### src/rtl/dma_seq_pkg.sv
package dma_seq_pkg;

    typedef enum logic [2:0] {
        M_DST_INC   = 3'd0,
        M_DST_DEC   = 3'd1,
        M_SRC_INC   = 3'd2,
        M_SRC_DEC   = 3'd3,
        M_BOTH_INC  = 3'd4,
        M_BOTH_DEC  = 3'd5,
        M_BOTH_HOLD = 3'd6,
        M_RSVD      = 3'd7
    } xfer_mode_e;

    typedef enum logic [1:0] {
        SZ_1    = 2'd0,
        SZ_2    = 2'd1,
        SZ_4    = 2'd2,
        SZ_RSVD = 2'd3
    } xfer_size_e;

    typedef enum logic [1:0] {
        STEP_HOLD = 2'd0,
        STEP_INC  = 2'd1,
        STEP_DEC  = 2'd2
    } step_dir_e;

    // packed order matches the control byte: mode in [4:2], size in [1:0]
    typedef struct packed {
        xfer_mode_e mode;
        xfer_size_e size;
    } chan_cfg_t;

    function automatic step_dir_e side_dir(xfer_mode_e m, logic is_src);
        step_dir_e d;
        case (m)
            M_DST_INC:  d = is_src ? STEP_HOLD : STEP_INC;
            M_DST_DEC:  d = is_src ? STEP_HOLD : STEP_DEC;
            M_SRC_INC:  d = is_src ? STEP_INC  : STEP_HOLD;
            M_SRC_DEC:  d = is_src ? STEP_DEC  : STEP_HOLD;
            M_BOTH_INC: d = STEP_INC;
            M_BOTH_DEC: d = STEP_DEC;
            default:    d = STEP_HOLD;
        endcase
        return d;
    endfunction

    function automatic logic [2:0] size_bytes(xfer_size_e s);
        logic [2:0] b;
        case (s)
            SZ_1:    b = 3'd1;
            SZ_2:    b = 3'd2;
            SZ_4:    b = 3'd4;
            default: b = 3'd0;
        endcase
        return b;
    endfunction

    function automatic logic cfg_reserved(chan_cfg_t c);
        return (c.mode == M_RSVD) || (c.size == SZ_RSVD);
    endfunction

endpackage

### src/rtl/dma_seq_regs.sv
module dma_seq_regs
    import dma_seq_pkg::*;
#(
    parameter int AW  = 24,
    parameter int CW  = 16,
    parameter int RAW = 4
) (
    input  logic           clk,
    input  logic           rst,
    input  logic           we,
    input  logic [RAW-1:0] addr,
    input  logic [7:0]     wdata,
    output logic [7:0]     rdata,
    output logic [AW-1:0]  src_img,
    output logic [AW-1:0]  dst_img,
    output logic [CW-1:0]  ca_img,
    output logic [CW-1:0]  cb_img,
    output chan_cfg_t      cfg_img
);
    localparam int AB      = AW / 8;
    localparam int CB      = CW / 8;
    localparam int SRC_OFS = 0;
    localparam int DST_OFS = AB;
    localparam int CA_OFS  = 2 * AB;
    localparam int CB_OFS  = 2 * AB + CB;
    localparam int CTL_OFS = 2 * AB + 2 * CB;

    always_ff @(posedge clk) begin
        if (rst) begin
            src_img <= '0;
            dst_img <= '0;
            ca_img  <= '0;
            cb_img  <= '0;
            cfg_img <= '{mode: M_DST_INC, size: SZ_1};
        end else if (we) begin
            for (int i = 0; i < AB; i++) begin
                if (addr == RAW'(SRC_OFS + i)) src_img[8*i +: 8] <= wdata;
                if (addr == RAW'(DST_OFS + i)) dst_img[8*i +: 8] <= wdata;
            end
            for (int i = 0; i < CB; i++) begin
                if (addr == RAW'(CA_OFS + i)) ca_img[8*i +: 8] <= wdata;
                if (addr == RAW'(CB_OFS + i)) cb_img[8*i +: 8] <= wdata;
            end
            if (addr == RAW'(CTL_OFS))
                cfg_img <= '{mode: xfer_mode_e'(wdata[4:2]), size: xfer_size_e'(wdata[1:0])};
        end
    end

    always_comb begin
        rdata = '0;
        for (int i = 0; i < AB; i++) begin
            if (addr == RAW'(SRC_OFS + i)) rdata = src_img[8*i +: 8];
            if (addr == RAW'(DST_OFS + i)) rdata = dst_img[8*i +: 8];
        end
        for (int i = 0; i < CB; i++) begin
            if (addr == RAW'(CA_OFS + i)) rdata = ca_img[8*i +: 8];
            if (addr == RAW'(CB_OFS + i)) rdata = cb_img[8*i +: 8];
        end
        if (addr == RAW'(CTL_OFS)) rdata = {3'b000, cfg_img};
    end
endmodule

### src/rtl/dma_addr_step.sv
module dma_addr_step
    import dma_seq_pkg::*;
#(
    parameter int AW = 24
) (
    input  logic [AW-1:0] addr,
    input  step_dir_e     dir,
    input  xfer_size_e    size,
    output logic [AW-1:0] nxt
);
    logic [AW-1:0] step;

    always_comb begin
        step = AW'(size_bytes(size));
        case (dir)
            STEP_INC: nxt = addr + step;
            STEP_DEC: nxt = addr - step;
            default:  nxt = addr;
        endcase
    end
endmodule

### src/rtl/dma_cnt_cascade.sv
module dma_cnt_cascade #(
    parameter int CW = 16
) (
    input  logic          clk,
    input  logic          rst,
    input  logic          load,
    input  logic [CW-1:0] a_init,
    input  logic [CW-1:0] b_init,
    input  logic          step,
    output logic          last
);
    logic [CW-1:0] cnt_a;
    logic [CW-1:0] cnt_b;
    logic [CW-1:0] reload_a;
    logic [CW-1:0] a_dec;

    assign a_dec = cnt_a - CW'(1);
    assign last  = (a_dec == '0) && (cnt_b == '0);

    always_ff @(posedge clk) begin
        if (rst) begin
            cnt_a    <= '0;
            cnt_b    <= '0;
            reload_a <= '0;
        end else if (load) begin
            cnt_a    <= a_init;
            cnt_b    <= b_init;
            reload_a <= a_init;
        end else if (step) begin
            if (a_dec != '0) begin
                cnt_a <= a_dec;
            end else if (cnt_b != '0) begin
                cnt_a <= reload_a;
                cnt_b <= cnt_b - CW'(1);
            end else begin
                cnt_a <= '0;
            end
        end
    end
endmodule

### src/rtl/dma_addr_seq.sv
module dma_addr_seq
    import dma_seq_pkg::*;
#(
    parameter int AW  = 24,
    parameter int CW  = 16,
    parameter int RAW = 4
) (
    input  logic           clk,
    input  logic           rst,
    input  logic           reg_we,
    input  logic [RAW-1:0] reg_addr,
    input  logic [7:0]     reg_wdata,
    output logic [7:0]     reg_rdata,
    input  logic           start,
    input  logic           req,
    output logic           busy,
    output logic           xfer_valid,
    output logic [AW-1:0]  xfer_src,
    output logic [AW-1:0]  xfer_dst,
    output logic [1:0]     xfer_size,
    output logic           done,
    output logic           err
);
    localparam int NSIDE = 2;

    logic [AW-1:0] src_img, dst_img;
    logic [CW-1:0] ca_img, cb_img;
    chan_cfg_t     cfg_img;
    chan_cfg_t     cfg_run;
    logic          active;
    logic [AW-1:0] side_cur [NSIDE];
    logic [AW-1:0] side_nxt [NSIDE];
    logic          start_ok, cfg_bad, fire, cnt_last;

    dma_seq_regs #(.AW(AW), .CW(CW), .RAW(RAW)) u_regs (
        .clk     (clk),
        .rst     (rst),
        .we      (reg_we),
        .addr    (reg_addr),
        .wdata   (reg_wdata),
        .rdata   (reg_rdata),
        .src_img (src_img),
        .dst_img (dst_img),
        .ca_img  (ca_img),
        .cb_img  (cb_img),
        .cfg_img (cfg_img)
    );

    assign start_ok = start && !active;
    assign cfg_bad  = cfg_reserved(cfg_img);
    assign fire     = active && req;

    // side 0 is the source, side 1 the destination
    for (genvar g = 0; g < NSIDE; g++) begin : g_side
        dma_addr_step #(.AW(AW)) u_step (
            .addr (side_cur[g]),
            .dir  (side_dir(cfg_run.mode, g == 0)),
            .size (cfg_run.size),
            .nxt  (side_nxt[g])
        );
    end

    dma_cnt_cascade #(.CW(CW)) u_cnt (
        .clk    (clk),
        .rst    (rst),
        .load   (start_ok && !cfg_bad),
        .a_init (ca_img),
        .b_init (cb_img),
        .step   (fire),
        .last   (cnt_last)
    );

    always_ff @(posedge clk) begin
        if (rst) begin
            active      <= 1'b0;
            err         <= 1'b0;
            done        <= 1'b0;
            xfer_valid  <= 1'b0;
            xfer_src    <= '0;
            xfer_dst    <= '0;
            xfer_size   <= '0;
            cfg_run     <= '{mode: M_DST_INC, size: SZ_1};
            side_cur[0] <= '0;
            side_cur[1] <= '0;
        end else begin
            xfer_valid <= 1'b0;
            done       <= 1'b0;
            if (start_ok) begin
                if (cfg_bad) begin
                    err <= 1'b1;
                end else begin
                    err         <= 1'b0;
                    active      <= 1'b1;
                    cfg_run     <= cfg_img;
                    side_cur[0] <= src_img;
                    side_cur[1] <= dst_img;
                end
            end else if (fire) begin
                xfer_valid  <= 1'b1;
                xfer_src    <= side_cur[0];
                xfer_dst    <= side_cur[1];
                xfer_size   <= cfg_run.size;
                side_cur[0] <= side_nxt[0];
                side_cur[1] <= side_nxt[1];
                if (cnt_last) begin
                    done   <= 1'b1;
                    active <= 1'b0;
                end
            end
        end
    end

    assign busy = active;
endmodule

### config.mk
export PLATFORM = sky130hd
export DESIGN_NAME = dma_addr_seq
export DESIGN_NICKNAME = d
export VERILOG_FILES = /design/src/rtl/dma_seq_pkg.sv /design/src/rtl/dma_seq_regs.sv /design/src/rtl/dma_addr_step.sv /design/src/rtl/dma_cnt_cascade.sv /design/src/rtl/dma_addr_seq.sv
export SDC_FILE = /design/constraint.sdc
export NUM_CORES = 1
export LEC_CHECK = 0
export ABC_AREA = 1
export BUFFER_PORTS_ARGS = -buffer_cell sky130_fd_sc_hd__buf_2
export CORE_UTILIZATION = 35
export CTS_CLUSTER_DIAMETER = 50
export DETAILED_ROUTE_END_ITERATION = 8
export GPL_TIMING_DRIVEN = 1
export PLACE_DENSITY = 0.54
export SYNTH_ARGS = -nofsm -noshare
export SYNTH_HDL_FRONTEND = slang
export SYNTH_SLANG_ARGS = --single-unit
export TNS_END_PERCENT = 20
### constraint.sdc
create_clock -name clk -period 9.45 [get_ports clk]
set_input_delay 0.945 -clock clk [delete_from_list [all_inputs] [get_ports clk]]
set_output_delay 0.945 -clock clk [all_outputs]
set_load 0.01 [all_outputs]
# Yosys cells after proc, flatten, opt, wreduce, memory -nomap -nowiden
# Memory sizes are Yosys's and may differ from the RTL's.
# Index checks and enable logic that the tools add are counted.
[word_totals]
register_bits = 192
mem_bits_rw = 48
elab_cells = 145
mem_count = 1
[classes]
n_addsub = 6
eq_ne = 25
n_mux = 44
n_bitwise = 7
n_reduce_logical = 38
[mem_list]
columns = ["memory", "words", "word_bits", "rd", "rd_ports_with_merged_regs", "write_ports", "line", "source"]
rows = [
  ["side_cur", 2, 24, 2, 0, 2, "dma_addr_seq.sv:31", "logic [AW-1:0] side_cur [NSIDE];"],
]
[ops]
columns = ["operator", "count"]
rows = [
  ["$mux W16", 8],
  ["$mux W24", 4],
  ["$pmux W24 S2", 2],
  ["$mux W8", 11],
  ["$add A24 B3 Y24", 2],
  ["$sub A24 B3 Y24", 2],
  ["$logic_not A16 Y1", 2],
  ["$reduce_bool A16 Y1", 2],
  ["$sub A16 B1 Y16 const B", 2],
  ["$reduce_and A2 Y1", 13],
  ["$eq A4 B3 Y1 const B", 4],
  ["$mux W1", 16],
  ["$eq A4 B4 Y1 const B", 3],
  ["$eq A3 B3 Y1 const B", 3],
  ["$pmux W3 S3", 1],
  ["$eq A2 B2 Y1 const B", 4],
  ["$eq A4 B2 Y1 const B", 2],
  ["$pmux W2 S2", 2],
  ["$reduce_bool A2 Y1", 4],
  ["$reduce_or A2 Y1", 4],
  ["$eq A2 B1 Y1 const B", 3],
  ["$eq A3 B2 Y1 const B", 2],
  ["$reduce_and A3 Y1", 2],
  ["$eq A4 B1 Y1 const B", 1],
  ["12 further kinds", 21],
]

# Depth between registers and ports, before layout
# Gate-level depths: netlist (run 1).
[logic_depth]
depth_word = 12
ltp_mapped = 17

# Hierarchy
# A second synthesis (run 1) with hierarchy kept.
[unflattened]
hier_cells = 2424
area_unflattened_um2 = 15582.4
[by_module_without_submodules]
columns = ["module", "n_inst", "cells_per_inst", "area_each_um2", "seq_area_each_um2"]
rows = [
  ["dma_addr_seq", 1, 481, 4325.4, 2622.5],
  ["dma_seq_regs", 1, 553, 3866.2, 1701.6],
  ["dma_cnt_cascade", 1, 516, 3233.1, 960.9],
  ["dma_addr_step (g_side[1].u_step)", 1, 438, 2100.8, 0.0],
  ["dma_addr_step (g_side[0].u_step)", 1, 436, 2057.0, 0.0],
]

# Least setup slack after synthesis (run 1)
# Ideal clock, no wire load.
[synth_path]
path_kind = "in2reg"
start = "input port rst"
end = "memory side_cur[0][0], enable pin"
setup_time_ps = 438
t_arrival_ps = 3653
required_ps = 9012
slack_ps = 5358
stages = 5
path_buffers = 2
cell_sequence = "clkbuf_1 nor2_1 clkinv_1 clkbuf_1 o21ai_0"
[synth_lines]
columns = ["element", "line", "source"]
rows = [
  ["start, declared", "dma_addr_seq.sv:9", "input logic rst,"],
  ["end, declared", "dma_addr_seq.sv:31", ""],
]

# Worst setup path in the final report (run 1)
[layout_path]
start = "input port reg_addr[2]"
end = "output port reg_rdata[7]"
[layout_via]
elab_chain_len = 12
[layout_lines]
columns = ["element", "line", "source"]
rows = [
  ["start, declared", "dma_addr_seq.sv:11", "input logic [RAW-1:0] reg_addr,"],
  ["$logic_not A4 Y1", "dma_seq_regs.sv:52", "if (addr == RAW'(SRC_OFS + i)) rdata = src_img[8*i +: 8];"],
  ["$mux W8", "dma_seq_regs.sv:52", ""],
  ["$mux W8", "dma_seq_regs.sv:53", "if (addr == RAW'(DST_OFS + i)) rdata = dst_img[8*i +: 8];"],
  ["$mux W8", "dma_seq_regs.sv:52", ""],
  ["$mux W8", "dma_seq_regs.sv:53", ""],
  ["$mux W8", "dma_seq_regs.sv:52", ""],
  ["$mux W8", "dma_seq_regs.sv:53", ""],
  ["$mux W8", "dma_seq_regs.sv:56", "if (addr == RAW'(CA_OFS + i)) rdata = ca_img[8*i +: 8];"],
  ["$mux W8", "dma_seq_regs.sv:57", "if (addr == RAW'(CB_OFS + i)) rdata = cb_img[8*i +: 8];"],
  ["$mux W8", "dma_seq_regs.sv:56", ""],
  ["$mux W8", "dma_seq_regs.sv:57", ""],
  ["$mux W8 (*)", "dma_seq_regs.sv:59", "if (addr == RAW'(CTL_OFS)) rdata = {3'b000, cfg_img};"],
  ["end, declared", "dma_addr_seq.sv:13", "output logic [7:0] reg_rdata,"],
]
# Mark *: on every way between the ends. The rest lies on a longest branch, timed or not.

==> summary.md, run 1 <==
### Setup path
* CP max FO: 7
* CP Launch Type: primary input
* cell repeated most along the worst path: inv_1
* crit path cell chain: buf_2 -> nor2_1 -> inv_1 -> nor2_1 -> inv_1 -> o221ai_1 -> a21oi_1 -> nand3_1 -> o21ai_0 -> inv_1 -> buf_2
* startpoint-to-endpoint class of the critical path: primary input to primary output
* endpoint class of the critical path: primary output
* CP max stage cell: nor2_1
* Data arrival, critical path: 2.77 ns
* Slowest Stage Delay on Critical Path: 0.40 ns
* worst path required time: 8.51 ns

### Die
* Die Span X: 198 µm
* area enclosed by the die boundary: 0.0391 mm²
* Site Rows: 71
* initial cell density of the core: 35.6%
* die boundary height: 198 µm
* I/O pin cnt: 79
* core region area: 0.0377 mm²

### Pwr
* final total power: 0.00301 W
* Cell Pwr Density: 196 mW/mm²
* power share of the sequential group: 38.0%
* switching power of the nets: 0.000915 W
* clock share of power: 44.5%
* Switching Fraction: 30.4%
* leakage power figure: 6.46 nW
* Pint: 0.00209 W
* power share of the combinational group: 17.6%
* Max VDD drop: 0.122 mV

### STA
* final setup violating endpoints: 0
* Fmax achieved: 0.269 GHz
* fin crit period: 3.71 ns
* aggregate negative setup slack: 0 ns
* worst clock skew: 0.0209 ns
* worst slew pin tran: 0.955 ns
* worst hold-check slack: 0.463 ns
* final worst-path setup slack: 5.74 ns
* setup repair after global routing missed its margin: no
* total count of max-transition violations in the final report: 0
* relative max-transition margin: 35.8%
* share of the cycle needed by the critical path after routing: 39.3%
* Final Hold Fails: 0

### Worst hold path
* min-delay worst type: register to register

### Synthesis
* Yosys cell types: 54
* EDFF count, synth: 48
* prevailing post-synth register cell: dfxtp_1
* synthesized area per cell: 7.06 µm²
* cell area after technology mapping: 0.0134 mm²
* count of state elements after synthesis: 240
* Yosys Warn Count: 0
* Gate Count Post-Synth: 1897
* FFs w/ async S/R, synth: 0%
* proportion of synthesized chip area in sequential cells: 39.5%
* Synth Net Count: 1970

### Clock network
* Skew-Pair Late Insertion Delay: 0.55 ns
* clock tree root driver cell: clkbuf_16
* htree depth: 2
* post-cts repair resize count: 0
* maximum count of clock buffers along a single path: 3
* clock transition at the registers of the reported paths: 0.05 ns
* number of CTS-inserted buffers: 34
* clock tree from TritonCTS: built
* post-CTS setup buffer count: 0
* clock net sink count: 240
* number of hold buffers added after cts: 0

### Placement
* routability congestion estimate from global placement: 0.945
* placed instance count: 2420
* placed wire-length estimate: 31.5 mm
* Buffers on Ports: 78
* pre-CTS setup slack: 5.80 ns

### Status
* run status: complete, no violations

### Cells and area
* register area: 0.00529 mm²
* leading cell type in the layout, fill and taps excluded: nand2_1
* Layout Area Growth over Synthesis: 14.9%
* footprint of the multi-input gates: 0.00691 mm²
* fin cells: 2483
* count of filler cells inserted in the layout: 4025
* final net count: 2018
* top library cells by usage in the layout, fill and taps aside: 331 x nand2_1, 241 x o21ai_0, 229 x nor2_1, 223 x inv_1, 192 x dfxtp_1
* fraction of layout cells with a size suffix above 1: 9.59%

### Job
* total of max-cap violations: 0

### Global route
* number of global-route vias before repair: 12100
* pin count of the biggest net entering global routing: 68
* initial antenna violation count: 1
* leftover overflow at the end of global routing: 0
* wire length of the first global-routing pass: 66.8 mm
* Total GRT Usage: 22.0%

### Drt
* DR DRC count: 0
* Via Count: 12800
* mean routed wirelength per cell: 17.1 µm
* detailed-routing iteration count for the pre-antenna-repair pass: 5
* detailed-route vias per instance: 5.15
* drt first-iter violations: 923
* final wirelength: 42.6 mm
* remaining antenna violation count after routing: 0

-- power groups by stage --
stage,Combinational (W),Clock (W),Sequential (W)
CTS,0.000527,0.00137,0.00114
global placement,0.000519,0,0.00116
global route,0.000595,0.00141,0.00115
floorplan,0.000378,0,0.00116
finish,0.000529,0.00134,0.00114
detailed placement,0.000524,0,0.00116
-- per-layer routing --
layer	wire (µm)	share of wire [%]	vias up	GRT usage, %
li1	-	-	6457	-
met1	19800	47	5885	29.5
met2	18700	44	362	34.6
met3	2460	5.8	85	3.86
met4	1540	3.6	0	9.24
met5	0	0	-	0
-- logic make-up after synthesis --
logic type	after synthesis	synth area share, %
AND/OR/NAND/NOR	743	23.6
AO/OA/AOI/OAI	514	20.4
buffers and inverters	312	9.01
flip-flops	240	39.5
adder cells (fa/ha/maj)	56	5.34
XOR/XNOR	32	2.15
-- layout make-up --
class | instances | share of cell area [%]
Antenna cell | 1 | 0.0163
Sequential cell | 240 | 34.3
Timing Repair Buffer | 90 | 3.12
Inverter | 234 | 5.71
Clock inverter | 15 | 1.28
Multi-Input combinational cell | 1345 | 44.9
Clock buffer | 47 | 6.45
Tap cell | 511 | 4.16
-- Yosys cell counts, drive strengths merged, types with 2 or more instances --
cell type  count  area [µm²]
edfxtp        48        1440
o21ai        251        1260
fa             2        40.0
xor2          23         209
o21a           3        22.5
dfxtp        192        3840
clkbuf        65         244
nor2         246         973
a211oi         4        30.0
nor3          16        80.1
nor4           2        18.8
nand3         92         483
and3           2        12.5
ha            54         676
nand2        337        1280
a21boi         5        37.5
o2bb2ai        2        17.5
o21bai         6        45.0
o2111ai        3        26.3
buf           13        85.1
o22ai         30         188
nand4         43         275
a221oi         2        17.5
or2            3        18.8
a21o           7        52.6
nand3b         2        15.0
o221ai         4        35.0
clkinv         3        11.3
xnor2          9        78.8
a31oi          2        12.5
a21oi        190         951
o32ai          2        17.5
inv          231         867
-- path summary, 6_finish.rpt --
path | slack [ns] | to | from | depth (start not counted)
max | 5.74 | reg_rdata[7] | reg_addr[2] | 11
min | 0.46 | u_cnt.reload_a[10]$_SDFFE_PP0P_ | u_cnt.reload_a[10]$_SDFFE_PP0P_ | 2
max reg2reg | 5.81 | side_cur[0][16]$_DFFE_PP_ | cfg_run[3]$_SDFFE_PP0P_ | 16
min reg2reg | 0.46 | u_cnt.reload_a[10]$_SDFFE_PP0P_ | u_cnt.reload_a[10]$_SDFFE_PP0P_ | 2
-- worst max-delay path, delay by kind of cell --
family | cells | cell delay [ns]
compound gates | 3 | 0.43
buf+inv | 5 | 0.56
simple gates | 3 | 0.83
-- state kept, by name, summed over array words and instances, names as in the netlist --
signal,count
u_regs.src_img,24
u_regs.cb_img,16
side_cur,48
u_regs.cfg_img,5
cfg_run,5
u_cnt.cnt_b,16
xfer_valid,1
u_cnt.cnt_a,16
u_regs.ca_img,16
xfer_dst,24
done,1
u_regs.dst_img,24
err,1
xfer_src,24
u_cnt.reload_a,16
busy,1
xfer_size,2
-- through the flow --
stage,utilization [%],cell area (µm²)
after floorplan,-,13400
after global placement,37.7,14200
after detailed placement,37.7,14200
after CTS,40.8,15400
after global routing,40.9,15400
final,40.9,15400
No activity file was read; power rests on OpenSTA's default activity.
==> run 2, diff against run 1 <==
- ABC_AREA: 1 -> 0
- clock period: 9.45 -> 3.6 ns (I/O delays scaled with it)
==> run 2 against run 1 <==
Compared with the run above:
- via count fell by 12%
- combinational power rose by 34%
- final area fell by 4.6%
- core utilization rose by 0.54 points
- highest routed layer unchanged
- wire length fell by 11%
==> summary.md, run 2 <==
### Status
* run status: complete, no violations

### Synthesis
* Synth Net Count: 1590
* synthesized area per cell: 8.31 µm²
* Yosys Warn Count: 0
* Adder-Cell Fraction of Synth Area: 5.68%
* EDFF count, synth: 48
* proportion of synthesized chip area in sequential cells: 41.9%
* area fraction of the dominant cell type after synthesis: 30.5%
* cell area after technology mapping: 0.0126 mm²
* Synth Area in Compound Gates: 21.0%
* multiplexer fraction of the synthesized cell area: 4.18%
* biggest area consumer among synthesized cells: dfxtp_1
* prevailing post-synth register cell: dfxtp_1
* Yosys cell types: 79
* library cell with the highest instance count after synthesis: nand2_1
* area share of and/or/nand/nor cells after synthesis: 20.3%
* Gate Count Post-Synth: 1517
* dominant combinational cell family by area after synthesis: compound AO/OA/AOI/OAI gates
* FFs w/ async S/R, synth: 0%
* cell types with the largest area share after synthesis: dfxtp_1 30%, edfxtp_1 11%, nand2_1 9.0%, a21oi_1 7.4%, ha_1 5.4%
* count of state elements after synthesis: 240
* Commonest cells post-synth: 301 x nand2_1, 192 x dfxtp_1, 187 x a21oi_1
* XOR/XNOR Fraction of Synth Area: 3.33%

### Clock network
* clock tree from TritonCTS: built
* clock net sink count: 240
* clock transition at the registers of the reported paths: 0.06 ns
* number of CTS-inserted buffers: 31
* maximum count of clock buffers along a single path: 3
* htree depth: 1
* clock tree root driver cell: clkbuf_16
* Skew-Pair Late Insertion Delay: 0.56 ns

### Pwr
* leakage power figure: 5.87 nW
* final total power: 0.00667 W
* Cell Pwr Density: 454 mW/mm²
* Max VDD drop: 0.363 mV

### Setup path
* startpoint-to-endpoint class of the critical path: register to register
* Worst R2R Start: cfg_run[3]$_SDFFE_PP0P_
* Data arrival, critical path: 3.80 ns
* worst path required time: 3.91 ns
* endpoint class of the critical path: register
* startpoint of the worst setup timing path: cfg_run[3]$_SDFFE_PP0P_
* CP Launch Type: register
* Slowest Stage Delay on Critical Path: 0.38 ns
* CP max stage cell: a2111oi_2
* CP max FO: 11
* crit path cell chain: or2_2 -> ha_1 -> inv_1 -> nand2_4 -> ha_1 -> o21a_1 -> o21a_1 -> a2111oi_2 -> buf_4 -> o31ai_1 -> o21ai_1 -> a21boi_1 -> or3_1 -> a32o_1

### Placement
* placed instance count: 2004
* Buffers on Ports: 78
* routability congestion estimate from global placement: 0.890
* pre-CTS setup slack: -0.166 ns
* placed wire-length estimate: 26.7 mm

### Global route
* leftover overflow at the end of global routing: 0
* initial antenna violation count: 2
* pin count of the biggest net entering global routing: 72
* wire length of the first global-routing pass: 59.5 mm
* Total GRT Usage: 20.5%
* number of global-route vias before repair: 10500

### Cells and area
* fin cells: 2065
* leading cell type in the layout, fill and taps excluded: nand2_1
* fraction of layout cells with a size suffix above 1: 13.0%
* final net count: 1652
* register with the highest flop count: side_cur
* count of filler cells inserted in the layout: 3571
* top library cells by usage in the layout, fill and taps aside: 298 x nand2_1, 192 x dfxtp_1, 187 x a21oi_1, 97 x nor2_1, 77 x buf_2
* Layout Area Growth over Synthesis: 16.5%
* number of flip-flops in the largest register: 48

### STA
* Fmax achieved: 0.286 GHz
* total count of max-transition violations in the final report: 0
* final setup violating endpoints: 0
* setup repair after global routing missed its margin: yes
* Final Hold Fails: 0
* aggregate negative setup slack: 0 ns
* final worst-path setup slack: 0.104 ns
* relative max-transition margin: 31.1%
* worst clock skew: 0.0106 ns
* share of the cycle needed by the critical path after routing: 97.1%
* worst slew pin tran: 1.03 ns
* fin crit period: 3.50 ns

### Worst hold path
* min-delay worst type: primary input to register
* startpoint of the lowest-slack hold path: req

### Drt
* drt first-iter violations: 984
* Via Count: 11200
* detailed-route vias per instance: 5.44
* DR DRC count: 0
* final wirelength: 38.0 mm
* detailed-routing iteration count for the pre-antenna-repair pass: 6
* remaining antenna violation count after routing: 0
* mean routed wirelength per cell: 18.4 µm

### Die
* initial cell density of the core: 35.5%
* Site Rows: 69
* core region area: 0.0355 mm²
* Die Span X: 192 µm
* I/O pin cnt: 79
* area enclosed by the die boundary: 0.0368 mm²
* die boundary height: 192 µm

### Job
* total of max-cap violations: 0

run 2: cell families (layout without fill, tap and decap cells):
group,after synthesis,after routing
flops,240,240
buf+inv,117,202
other cells,0,2
compound gates,431,431
simple gates,575,575
xor+xnor,48,48
mux,50,50
fa+ha+maj,56,56
run 2: area by class of cell:
cell class	count	area [µm²]	area share (%)
Antenna cell	2	5.00	0.0341
Clock buffer	47	928	6.32
Clock inverter	9	86.3	0.588
Inverter	24	90.1	0.613
Multi-Input combinational cell	1160	6970	47.4
Sequential cell	240	5290	36.0
Tap cell	461	577	3.93
Timing Repair Buffer	122	747	5.09
run 2: stage by stage:
stage | hold WS (ns) | cell area (µm²) | utilization, %
CTS | 0.144 | 14600 | 41.2
detailed placement | 0.445 | 13600 | 38.2
global placement | 0.441 | 13600 | 38.2
finish | 0.157 | 14700 | 41.4
global route | 0.212 | 14700 | 41.4
floorplan | 0.437 | 12600 | -
run 2: routing by layer:
layer  vias up  routed length [µm]  global-route usage (%)
met5         -                   0                       0
met4         0                 609                    4.55
met3        45                2310                    3.40
met2       294               16200                    30.8
met1      5323               18800                    30.3
li1       5563                   -                       -
run 2: path summary, 6_finish.rpt:
check	slack, ns	endpoint	cells after the start
hold / removal	0.16	busy$_SDFFE_PP0P_	4
hold reg to reg	0.45	xfer_dst[5]$_SDFFE_PP0P_	2
setup reg to reg	0.10	side_cur[0][44]$_DFFE_PP_	14
setup / recovery	0.10	side_cur[0][44]$_DFFE_PP_	14
run 2: what timing repair did:
action | 4_1_cts | 5_1_grt
hold buffers | 0 | 0
setup endpoints to repair | 2 | 16
gates resized for setup | 4 | 17
buffers inserted | 1 | 2
pin swaps | 1 | 6
run 2: report_power, final:
group          internal (W)  switching [W]
logic              0.000246       0.000464
registers           0.00283      0.0000797
clock network       0.00184        0.00121
run 2: critical path, delay by kind of cell, from the launching register on:
family / cells / cell delay (ns)
compound gates: 7 / 1.37
fa+ha+maj: 2 / 0.55
simple gates: 3 / 0.70
flops: 1 / 0.33
buf+inv: 2 / 0.29
==> run 3, diff against run 2 <==
- HOLD_SLACK_MARGIN: not set -> 0.06
- SLEW_MARGIN: not set -> 20
- clock period: 3.6 -> 4.45 ns (I/O delays scaled with it)
==> run 3 against run 2 <==
Compared with the run above:
- via count shrank 0.97%
- highest routed layer unchanged
- maximum frequency shrank 13%
- die area stayed put
- critical path type unchanged
- count of clock-buffer cells in the layout up 1
- critical endpoint unchanged
==> summary.md, run 3 (synthesized netlist as in run 2, its figures left out) <==
### Cells and area
* count of filler cells inserted in the layout: 3591
* Layout Area Growth over Synthesis: 15.6%
* number of flip-flops in the largest register: 48
* leading cell type in the layout, fill and taps excluded: nand2_1
* fraction of layout cells with a size suffix above 1: 11.4%
* register with the highest flop count: side_cur
* final net count: 1636
* final core utilization: 41.1%
* top library cells by usage in the layout, fill and taps aside: 300 x nand2_1, 192 x dfxtp_1, 187 x a21oi_1, 97 x nor2_1, 77 x buf_2

### Setup path
* endpoint class of the critical path: register
* family of cells with the greatest summed delay on the critical path: compound AO/OA/AOI/OAI gates
* startpoint-to-endpoint class of the critical path: register to register
* worst path required time: 4.70 ns
* CP max FO: 12
* crit path cell chain: or2_2 -> ha_1 -> inv_1 -> nand2_1 -> ha_1 -> o21ai_0 -> o21ai_0 -> a2111oi_0 -> buf_4 -> o31ai_1 -> o21ai_1 -> a21boi_0 -> or3_1 -> a32o_1
* Buf+Inv Stages, Crit Path: 2
* CP Launch Type: register
* Slowest Stage Delay on Critical Path: 0.48 ns
* CP max stage cell: a2111oi_0
* Data arrival, critical path: 4.26 ns

### STA
* Fmax achieved: 0.250 GHz
* final setup violating endpoints: 0
* share of the cycle needed by the critical path after routing: 90.0%
* worst slew pin tran: 0.906 ns
* Final Hold Fails: 0
* fin crit period: 4.01 ns
* relative max-transition margin: 39.1%
* setup repair after global routing missed its margin: no
* total count of max-transition violations in the final report: 0
* aggregate negative setup slack: 0 ns
* worst clock skew: 0.0241 ns

### Die
* Site Rows: 69
* core region area: 0.0355 mm²
* Die Span X: 192 µm
* die boundary height: 192 µm
* area enclosed by the die boundary: 0.0368 mm²
* initial cell density of the core: 35.5%
* I/O pin cnt: 79

### Status
* run status: complete, no violations

### Pwr
* Max VDD drop: 0.217 mV
* power share of the combinational group: 10.0%
* Cell Pwr Density: 386 mW/mm²
* Pint: 0.00416 W
* clock share of power: 48.2%
* power share of the sequential group: 41.9%
* Switching Fraction: 26.0%
* leakage power figure: 5.82 nW
* switching power of the nets: 0.00147 W

### Clock network
* clock tree from TritonCTS: built
* number of CTS-inserted buffers: 35
* clock tree root driver cell: clkbuf_16
* post-cts repair resize count: 0
* htree depth: 2
* maximum count of clock buffers along a single path: 3
* Skew-Pair Late Insertion Delay: 0.52 ns
* clock transition at the registers of the reported paths: 0.06 ns
* clock net sink count: 240
* post-CTS setup buffer count: 0
* number of hold buffers added after cts: 0

### Placement
* placed wire-length estimate: 26.9 mm
* Buffers on Ports: 78
* routability congestion estimate from global placement: 0.901

### Drt
* DR DRC count: 0
* detailed-routing iteration count for the pre-antenna-repair pass: 6
* detailed-route vias per instance: 5.42
* remaining antenna violation count after routing: 0
* final wirelength: 38.1 mm
* drt first-iter violations: 1058
* Via Count: 11100
* mean routed wirelength per cell: 18.6 µm

### Global route
* pin count of the biggest net entering global routing: 80
* initial antenna violation count: 2
* Total GRT Usage: 20.6%
* leftover overflow at the end of global routing: 0
* number of global-route vias before repair: 10100
* wire length of the first global-routing pass: 58.8 mm

### Worst hold path
* min-delay worst type: primary input to register

### Job
* total of max-cap violations: 0

run 3: changes by cell type in the layout (fill, tap and decap cells not counted), sizes merged:
cell / previous run / this run
buf: 122 / 102
bufinv: 1 / 2
clkbuf: 47 / 48
clkinv: 6 / 8
clkinvlp: 0 / 2
inv: 26 / 27
run 3: power groups by stage:
stage                     clock (W)  sequential, W  combinational [W]
after detailed placement          0        0.00240           0.000557
after floorplan                   0        0.00238           0.000401
after global placement            0        0.00240           0.000551
after global routing        0.00286        0.00236           0.000623
after CTS                   0.00277        0.00236           0.000559
final                       0.00271        0.00236           0.000561
run 3: final timing paths:
check                           start                         to  slack [ns]  depth (start not counted)
min reg2reg  xfer_dst[6]$_SDFFE_PP0P_   xfer_dst[6]$_SDFFE_PP0P_        0.45                          2
min                               req          busy$_SDFFE_PP0P_        0.27                          4
max           cfg_run[2]$_SDFFE_PP0P_  side_cur[0][44]$_DFFE_PP_        0.44                         14
max reg2reg   cfg_run[2]$_SDFFE_PP0P_  side_cur[0][44]$_DFFE_PP_        0.44                         14
run 3: cell type report:
class                           instances  area, µm²  area share (%)
Inverter                               24       90.1           0.618
Antenna cell                            2       5.00          0.0343
Clock buffer                           48        987            6.77
Sequential cell                       240       5290            36.3
Timing Repair Buffer                  102        589            4.04
Tap cell                              461        577            3.96
Multi-Input combinational cell       1160       6900            47.3
Clock inverter                         15        146            1.00
run 3: metal layers:
| metal | vias up | wire, µm | global-route usage [%] |
|---|---|---|---|
| met5 | - | 0 | 0 |
| met4 | 0 | 1060 | 6.99 |
| met3 | 60 | 2270 | 3.98 |
| met2 | 307 | 15800 | 29.4 |
| met1 | 5210 | 19000 | 30.6 |
| li1 | 5539 | - | - |
run 3: stage by stage:
stage / total power [W] / instance area (µm²) / worst slack, ns / hold WS, ns / cells
floorplan: 0.00278 / 12600 / 0.546 / 0.437 / 1517
global placement: 0.00295 / 13400 / 0.536 / 0.443 / 1986
detailed placement: 0.00296 / 13400 / 0.541 / 0.446 / 1987
CTS: 0.00569 / 14600 / 0.481 / 0.258 / 2050
global route: 0.00585 / 14600 / 0.176 / 0.335 / 2050
finish: 0.00563 / 14600 / 0.445 / 0.272 / 2052
run 3: worst reg2reg max path, stage by stage (launching register included):
cell and delay [ns]:
dfxtp_1 0.33, or2_2 0.30, ha_1 0.22, inv_1 0.07
nand2_1 0.28, ha_1 0.44, o21ai_0 0.24, o21ai_0 0.16
a2111oi_0 0.48, buf_4 0.21, o31ai_1 0.08, o21ai_1 0.22
a21boi_0 0.14, or3_1 0.32, a32o_1 0.25
